$ cat config.mk
export PLATFORM = sky130hd
export DESIGN_NAME = vcnt_halt_ext
export DESIGN_NICKNAME = d
export VERILOG_FILES = /design/src/rtl/vcnt_pkg.sv /design/src/rtl/vcnt_cfg.sv /design/src/rtl/vcnt_trig.sv /design/src/rtl/vcnt_core.sv /design/src/rtl/vcnt_halt_ext.sv
export SDC_FILE = /design/constraint.sdc
export NUM_CORES = 1
export LEC_CHECK = 0
export BUFFER_PORTS_ARGS = -buffer_cell sky130_fd_sc_hd__buf_2
export CAP_MARGIN = 10
export CORE_AREA = 4 4 108 152
export CTS_CLUSTER_DIAMETER = 30
export DETAILED_ROUTE_END_ITERATION = 12
export DIE_AREA = 0 0 112 156
export PLACE_DENSITY = 0.79
export SLEW_MARGIN = 20
export SYNTH_ARGS = -nofsm -noshare
export SYNTH_HDL_FRONTEND = slang
export SYNTH_SLANG_ARGS = --single-unit
$ cat constraint.sdc
create_clock -name clk_i -period 3.8 [get_ports clk_i]
set_input_delay 0 -clock clk_i [delete_from_list [all_inputs] [get_ports clk_i]]
set_output_delay 0 -clock clk_i [all_outputs]
set_load 0.03 [all_outputs]
$ cat src/rtl/vcnt_pkg.sv
package vcnt_pkg;
  localparam int unsigned CFG_AW = 3;

  typedef enum logic [CFG_AW-1:0] {
    CFG_VMIN  = 3'd0,
    CFG_VMAX  = 3'd1,
    CFG_STOP  = 3'd2,
    CFG_TMR   = 3'd3,
    CFG_TRGEN = 3'd4
  } cfg_addr_e;
endpackage

$ cat src/rtl/vcnt_cfg.sv
module vcnt_cfg
  import vcnt_pkg::*;
#(
  parameter int CNT_W  = 15,
  parameter int TMR_W  = 16,
  parameter int DATA_W = 16
) (
  input  logic              clk_i,
  input  logic              rst_ni,
  input  logic              wr_en_i,
  input  logic [CFG_AW-1:0] wr_addr_i,
  input  logic [DATA_W-1:0] wr_data_i,
  input  logic              load_i,
  output logic [CNT_W-1:0]  vmin_o,
  output logic [CNT_W-1:0]  vmax_o,
  output logic [CNT_W-1:0]  stop_o,
  output logic [TMR_W-1:0]  tmr_o,
  output logic              trg_en_o,
  output logic [CNT_W-1:0]  nxt_stop_o,
  output logic [TMR_W-1:0]  nxt_tmr_o
);
  logic [CNT_W-1:0] sh_vmin, sh_vmax, sh_stop;
  logic [TMR_W-1:0] sh_tmr;
  logic             sh_trg;
  logic             unsafe;

  always_ff @(posedge clk_i or negedge rst_ni) begin
    if (!rst_ni) begin
      sh_vmin <= '1;
      sh_vmax <= '1;
      sh_stop <= '1;
      sh_tmr  <= '0;
      sh_trg  <= 1'b0;
    end else if (wr_en_i) begin
      case (cfg_addr_e'(wr_addr_i))
        CFG_VMIN:  sh_vmin <= wr_data_i[CNT_W-1:0];
        CFG_VMAX:  sh_vmax <= wr_data_i[CNT_W-1:0];
        CFG_STOP:  sh_stop <= wr_data_i[CNT_W-1:0];
        CFG_TMR:   sh_tmr  <= wr_data_i[TMR_W-1:0];
        CFG_TRGEN: sh_trg  <= wr_data_i[0];
        default: ;
      endcase
    end
  end

  // a trigger inside the freeze would cut the frame before its minimum
  assign unsafe     = sh_trg && (sh_tmr != '0) && (sh_vmin > sh_stop);
  assign nxt_stop_o = unsafe ? '1 : sh_stop;
  assign nxt_tmr_o  = unsafe ? '0 : sh_tmr;

  always_ff @(posedge clk_i or negedge rst_ni) begin
    if (!rst_ni) begin
      vmin_o   <= '1;
      vmax_o   <= '1;
      stop_o   <= '1;
      tmr_o    <= '0;
      trg_en_o <= 1'b0;
    end else if (load_i) begin
      vmin_o   <= sh_vmin;
      vmax_o   <= sh_vmax;
      stop_o   <= nxt_stop_o;
      tmr_o    <= nxt_tmr_o;
      trg_en_o <= sh_trg;
    end
  end
endmodule

$ cat src/rtl/vcnt_trig.sv
module vcnt_trig #(
  parameter int CNT_W = 15
) (
  input  logic             clk_i,
  input  logic             rst_ni,
  input  logic             trig_i,
  input  logic             trg_en_i,
  input  logic             halt_i,
  input  logic [CNT_W-1:0] main_i,
  input  logic [CNT_W-1:0] vmin_i,
  input  logic             clr_i,
  output logic             pend_o
);
  logic pend_q, accept;

  assign accept = trig_i && trg_en_i && (halt_i || (main_i >= vmin_i));
  assign pend_o = pend_q || accept;

  always_ff @(posedge clk_i or negedge rst_ni) begin
    if (!rst_ni)    pend_q <= 1'b0;
    else if (clr_i) pend_q <= 1'b0;
    else            pend_q <= pend_o;
  end
endmodule

$ cat src/rtl/vcnt_core.sv
module vcnt_core #(
  parameter int CNT_W = 15,
  parameter int TMR_W = 16
) (
  input  logic             clk_i,
  input  logic             rst_ni,
  input  logic             adv_i,
  input  logic             pend_i,
  input  logic [CNT_W-1:0] vmax_i,
  input  logic [CNT_W-1:0] stop_i,
  input  logic [TMR_W-1:0] tmr_i,
  input  logic [CNT_W-1:0] nxt_stop_i,
  input  logic [TMR_W-1:0] nxt_tmr_i,
  output logic             wrap_o,
  output logic [CNT_W-1:0] main_o,
  output logic [TMR_W-1:0] sec_o,
  output logic             halt_o,
  output logic             fs_o
);
  logic [CNT_W-1:0] main_inc;
  logic [TMR_W-1:0] tmr_last;

  assign main_inc = main_o + CNT_W'(1);
  assign tmr_last = tmr_i - TMR_W'(1);
  assign wrap_o   = adv_i && (pend_i || (!halt_o && (main_o >= vmax_i)));

  always_ff @(posedge clk_i or negedge rst_ni) begin
    if (!rst_ni) begin
      main_o <= '0;
      sec_o  <= '0;
      halt_o <= 1'b0;
      fs_o   <= 1'b0;
    end else begin
      fs_o <= 1'b0;
      if (wrap_o) begin
        main_o <= '0;
        sec_o  <= '0;
        halt_o <= (nxt_stop_i == '0) && (nxt_tmr_i != '0);
        fs_o   <= 1'b1;
      end else if (adv_i) begin
        if (halt_o) begin
          if (sec_o == tmr_last) begin
            halt_o <= 1'b0;
            sec_o  <= '0;
          end else begin
            sec_o <= sec_o + TMR_W'(1);
          end
        end else begin
          main_o <= main_inc;
          if ((main_inc == stop_i) && (tmr_i != '0)) begin
            halt_o <= 1'b1;
            sec_o  <= '0;
          end
        end
      end
    end
  end
endmodule

$ cat src/rtl/vcnt_halt_ext.sv
module vcnt_halt_ext
  import vcnt_pkg::*;
#(
  parameter int CNT_W  = 15,
  parameter int TMR_W  = 16,
  parameter int DATA_W = (CNT_W > TMR_W) ? CNT_W : TMR_W
) (
  input  logic              clk_i,
  input  logic              rst_ni,
  input  logic              adv_i,
  input  logic              trig_i,
  input  logic              wr_en_i,
  input  logic [CFG_AW-1:0] wr_addr_i,
  input  logic [DATA_W-1:0] wr_data_i,
  output logic [CNT_W-1:0]  main_cnt_o,
  output logic [TMR_W-1:0]  sec_cnt_o,
  output logic              frame_start_o,
  output logic              halt_o,
  output logic              vblank_o
);
  logic [CNT_W-1:0] vmin, vmax, stop, nxt_stop;
  logic [TMR_W-1:0] tmr, nxt_tmr;
  logic             trg_en, pend, wrap;

  vcnt_cfg #(.CNT_W(CNT_W), .TMR_W(TMR_W), .DATA_W(DATA_W)) u_cfg (
    .clk_i, .rst_ni, .wr_en_i, .wr_addr_i, .wr_data_i,
    .load_i(wrap), .vmin_o(vmin), .vmax_o(vmax), .stop_o(stop),
    .tmr_o(tmr), .trg_en_o(trg_en), .nxt_stop_o(nxt_stop), .nxt_tmr_o(nxt_tmr)
  );

  vcnt_trig #(.CNT_W(CNT_W)) u_trig (
    .clk_i, .rst_ni, .trig_i, .trg_en_i(trg_en), .halt_i(halt_o),
    .main_i(main_cnt_o), .vmin_i(vmin), .clr_i(wrap), .pend_o(pend)
  );

  vcnt_core #(.CNT_W(CNT_W), .TMR_W(TMR_W)) u_core (
    .clk_i, .rst_ni, .adv_i, .pend_i(pend), .vmax_i(vmax), .stop_i(stop),
    .tmr_i(tmr), .nxt_stop_i(nxt_stop), .nxt_tmr_i(nxt_tmr),
    .wrap_o(wrap), .main_o(main_cnt_o), .sec_o(sec_cnt_o),
    .halt_o(halt_o), .fs_o(frame_start_o)
  );

  assign vblank_o = main_cnt_o >= stop;
endmodule

Yosys cells after proc, flatten, opt, wreduce, memory -nomap -nowiden
Cells that the tools add are included.
W data, S select, Z words.

storage, ports and cells
  output and inout port bits = 34
  RAM bits = 0
  logic and storage cells = 72
  bits in registers = 158
  bits in latches = 0
  memories = 0
  memory bits (read-only) = 0

operators by class
  multipliers = 0
  $lt $le $gt $ge = 4
  reductions and logical operators = 26
  bitwise gates (word level) = 0
  div/mod/pow operators = 0
  shift operators = 0
  $add $sub $neg = 3
  equality and inequality tests = 7
  muxes and demuxes = 17

operator list
  cell                     number
  $mux W16                 6
  $mux W15                 4
  $reduce_bool A16 Y1      3
  $ge A15 B15 Y1           3
  $add A16 B1 Y16 const B  1
  $eq A16 B16 Y1           1
  $sub A16 B1 Y16 const B  1
  $add A15 B1 Y15 const B  1
  $eq A15 B15 Y1           1
  $gt A15 B15 Y1           1
  $logic_not A15 Y1        1
  $reduce_and A2 Y1        7
  $logic_and A1 B1 Y1      8
  $mux W1                  7
  $eq A3 B2 Y1 const B     2
  $eq A3 B1 Y1 const B     1
  $eq A3 B3 Y1 const B     1
  $logic_not A3 Y1         1
  $logic_or A1 B1 Y1       3
  $reduce_bool A3 Y1       1
  $ne A2 B2 Y1 const B     1
  $reduce_bool A2 Y1       1
  $logic_not A1 Y1         1

Logic depth before layout (Yosys ltp)
  word-level depth = 8
  gate-level depth with buffers = 12
  gate-level depth less buffers = 10

Modules after synthesis
From an unflattened synthesis, not the netlist that was laid out.

second synthesis, totals
  cells, all modules = 937
  area total of the unflattened synthesis = 9615.5 um^2

by module, submodules not included
  module         instances  area each (um^2)  cells each
  vcnt_cfg       1          5514.0            417
  vcnt_core      1          3306.9            412
  vcnt_trig      1          415.4             54
  vcnt_halt_ext  1          379.1             54

Least setup slack after synthesis
No wires, ideal clock.

  kind = flip-flop to flip-flop
  start point = register u_core.main_o[12]
  end point = register u_cfg.stop_o[11]
  data arrival time = 2.852 ns
  stages on the path, launching flop included = 12
  setup slack = 0.875 ns
  required time = 3.727 ns
  library setup time = 0.073 ns
  path through = dfrtp_1 ha_1 a211oi_1 o21ai_0 a221o_1 a21oi_1 nand2_1 nand2_1 clkbuf_1 clkbuf_1 nor3_1 a21oi_1

between the ends
  cells in the longest elaborated chain, start to end = 6

RTL lines
  element                   RTL line         text
  start: declaration        vcnt_core.sv:15  output logic [CNT_W-1:0] main_o,
  start signal: assignment  vcnt_core.sv:49  main_o <= main_inc;
  $ge A15 B15 Y1            vcnt_trig.sv:16  assign accept = trig_i && trg_en_i && (halt_i || (main_i >= vmin_i));
  $logic_or A1 B1 Y1        vcnt_trig.sv:16
  $logic_and A1 B1 Y1       vcnt_trig.sv:16
  $logic_or A1 B1 Y1        vcnt_trig.sv:17  assign pend_o = pend_q || accept;
  $logic_or A1 B1 Y1 *      vcnt_core.sv:25  assign wrap_o = adv_i && (pend_i || (!halt_o && (main_o >= vmax_i)));
  $logic_and A1 B1 Y1 *     vcnt_core.sv:25
  end signal: assignment    vcnt_cfg.sv:61   stop_o <= nxt_stop_o;
  end: declaration          vcnt_cfg.sv:16   output logic [CNT_W-1:0] stop_o,

Mark *: on every way between the ends. The rest lies on a longest branch, timed or not.
A chain may end at the register's enable or synchronous reset.

Final worst setup path
  start point = register u_core.main_o[12]
  end point = register u_core.main_o[9]

between the ends
  cells in the longest elaborated chain, start to end = 8

RTL lines
  element                                                              RTL line
  $ge A15 B15 Y1                                                       vcnt_trig.sv:16
  $logic_or A1 B1 Y1                                                   vcnt_trig.sv:16
  $logic_and A1 B1 Y1                                                  vcnt_trig.sv:16
  $logic_or A1 B1 Y1                                                   vcnt_trig.sv:17
  $logic_or A1 B1 Y1 *                                                 vcnt_core.sv:25
  $logic_and A1 B1 Y1 *                                                vcnt_core.sv:25
  $ne A2 B2 Y1 (no source line) or $reduce_bool A2 Y1 (tied branches)  --
  $reduce_and A2 Y1 (no source line)                                   --

Marks and branches as above.

==> flow_metrics.env <==
export IMPL_status="finished, final reports clean"
export IMPL_critPathRequiredTime_ns=4.11
export IMPL_gr_total_overflow=0
export IMPL_area_growth_pct=14.83
export IMPL_synth_cell_area_um2=9052
export IMPL_synth_top_family_by_area="simple AND/OR/NAND/NOR gates"
export IMPL_wl_per_cell_um=18.98
export IMPL_tns_ns=0
export IMPL_drv_cap=0
export IMPL_synthAdderAreaFrac=0.08708
export IMPL_fin_util=0.6967
export IMPL_holdWs_ns=0.1364
export IMPL_max_slew_worst_pin_slew_ns=0.9027
export IMPL_drt_vias_per_instance=6.119
export IMPL_synth_ff_latch_count=158
export IMPL_critical_path_class="reg -> reg"
export IMPL_final_nets=1092
export IMPL_vias=7404
export IMPL_clk_pin_slew_ns=0.07
export IMPL_layout_commonest_cell="nand2_1"
export IMPL_cpMostUsedCell="nand2_1"
export IMPL_antenna_found_initial=0
export IMPL_dp_cells=1158
export IMPL_ir_drop_mv=0.4030
export IMPL_max_freq_ghz=0.2932
export IMPL_drc=0
export IMPL_clock_sinks=158
export IMPL_rsz0062_at_grt="no"
export IMPL_synth_ff_type="dfstp_2"
export IMPL_hold_class="in -> reg"
export IMPL_finClkSkew_ns=0.01506
export IMPL_htree_levels=4
export IMPL_final_cell_mix="99 x nand2_1, 97 x o21ai_0, 90 x dfstp_2, 68 x inv_1, 68 x dfrtp_1"
export IMPL_portBuffers=57
export IMPL_setup_viol=0
export IMPL_die_w_um=112
export IMPL_synth_nets=1025
export IMPL_synth_xor_area_frac=0.03386
export IMPL_yosysUniqueCellTypes=64
export IMPL_die_y_um=156
export IMPL_postRouteAntennaNets=0
export IMPL_finalHoldViolations=0
export IMPL_clkLatencyLatePin_ns=0.43
export IMPL_numCtsBuffers=17
export IMPL_reg2reg_depth=10
export IMPL_fin_crit_sh=0.8976
export IMPL_fin_cells=1210
export IMPL_cts_resized=0
export IMPL_design_area_um2=10400
export IMPL_cts_root_buf="clkbuf_16"
export IMPL_ys_warn_count=0
export IMPL_dpl_hpwl_mm=16.15
export IMPL_worstSetupStartpointType="flip-flop"
export IMPL_critPathMaxStageDelay_ns=0.51
export IMPL_worstSetupEndpointType="flip-flop"
export IMPL_drive_gt1_frac=0.2505
export IMPL_dieArea_um2=17470
export IMPL_crit_fanout=41
export IMPL_grt_first_pass_wirelength_mm=38.54
export IMPL_period_needed_ns=3.411
export IMPL_path_cells="ha_1 -> a211oi_1 -> o21ai_0 -> a221o_1 -> a21oi_1 -> nand2_1 -> buf_4 -> nor2_1 -> nand2_1 -> o41ai_1"
export IMPL_grt_max_degree=115
export IMPL_worstHoldPathCells=5
export IMPL_drt_first_iter_violations=520
export IMPL_max_slew_margin=0.3982
export IMPL_first_pass_iters=8
export IMPL_synth_edf_count=0
export IMPL_leakagePower_nw=4.766
export IMPL_async_reset_ff_frac=1.000
export IMPL_yosys_area_share_simple=0.1701
export IMPL_synth_seq_area_share=0.4492
export IMPL_p_per_area_nw_per_um2=464.8
export IMPL_postCtsSetupRepairBufs=0
export IMPL_place_congestion=0.9012
export IMPL_io_pins=58
export IMPL_cp_data_arrival_time_ns=3.72
export IMPL_diodes=0
export IMPL_track_usage=0.2754
export IMPL_synthMuxAreaShare=0.06206
export IMPL_slew_violations=0
export IMPL_syn_avg_cell_area_um2=9.651
export IMPL_postRouteWirelength_mm=22.97
export IMPL_ctsHoldBuffers=20
export IMPL_clockBufferDepth=2
export IMPL_slowest_stage="dfrtp_1"
export IMPL_syn_inst=938
export IMPL_placed_area_um2=9533
export IMPL_start_util=0.6067
export IMPL_grt_pass1_vias=7483
export IMPL_synth_compound_area_frac=0.1501
export IMPL_cts_tree="built"
export IMPL_placementRows=53
export IMPL_coreArea_um2=14920
per-layer routing:
layer	track usage	part of all wire	wire length (µm)
met2	0.4505	0.49	11140
met4	0.1380	0.049	1127
met3	0.04036	0.052	1187
met5	0	0	0
met1	0.3597	0.41	9513
final timing paths:
kind                                          end  slack [ns]         startpoint
worst max register to register   u_core.main_o[9]        0.39  u_core.main_o[12]
worst min register to register    u_cfg.vmin_o[0]        0.50    u_cfg.vmin_o[0]
worst max-delay path             u_core.main_o[9]        0.39  u_core.main_o[12]
worst min-delay path             u_cfg.sh_stop[3]        0.14       wr_addr_i[1]
min in group asynchronous         u_cfg.sh_tmr[6]        0.24             rst_ni
max in group asynchronous       u_cfg.sh_vmin[11]        2.63             rst_ni
power by group:
group | internal (mW) | switching (mW)
logic | 0.326 | 0.436
registers | 1.98 | 0.194
clock network | 1.14 | 0.753
total | 3.45 | 1.38
synth_stat cells (all sizes together) (6+ instances only):
master	n	area [µm²]
and2	7	43.79
a21oi	38	190.2
o21ai	97	485.5
mux2	49	551.8
nand2	100	375.4
or3	7	48.80
clkbuf	37	140.1
and3	11	68.82
ha	63	788.3
o211ai	9	81.33
xor2	15	131.4
inv	68	255.2
buf	6	35.03
dfrtp	68	1702
nand2b	15	93.84
nand3	50	250.2
o31ai	8	60.06
a21o	22	165.2
nor4	16	127.6
a211o	6	52.55
nor2	31	116.4
xnor2	20	175.2
nor3	28	140.1
dfstp	90	2365
nand4	17	106.4
cell families after synthesis:
kind of cell	after synthesis
simple gates	304
compound gates	217
flops	158
buf+inv	111
fa+ha+maj	63
mux	50
xor+xnor	35
sequential cells by signal, summed over array words and instances (netlist names), 15 cells and up:
| register | count |
|---|---|
| u_cfg.vmax_o | 15 |
| u_cfg.stop_o | 15 |
| u_cfg.sh_vmax | 15 |
| u_cfg.sh_vmin | 15 |
| u_cfg.sh_stop | 15 |
| u_cfg.tmr_o | 16 |
| u_cfg.vmin_o | 15 |
| u_core.main_o | 15 |
| u_cfg.sh_tmr | 16 |
| u_core.sec_o | 16 |
critical path: cells and delay by family, from the launching register on:
| family | cells | cell delay [ns] |
|---|---|---|
| AOI/OAI and AO/OA | 5 | 1.49 |
| and+or+nand+nor | 3 | 0.59 |
| DFF | 1 | 0.51 |
| buffers and inverters | 1 | 0.33 |
| adders and majority gates | 1 | 0.37 |
final cells by class:
class,count,area (µm²)
Clock inverter,13,183.9
Fill cell,1133,4526
Tap cell,192,240.2
Timing Repair Buffer,91,611.8
Multi-Input combinational cell,669,4562
Sequential cell,158,4066
Clock buffer,19,475.5
Inverter,68,255.2
through the flow:
stage | worst slack [ns] | total power [mW]
floorplan | 0.8753 | 2.662
global placement | 0.4264 | 2.885
detailed placement | 0.4443 | 2.923
CTS | 0.4752 | 4.844
global route | 0.1718 | 5.053
finish | 0.3892 | 4.832
Note: power is estimated with default switching activity, not from simulation.
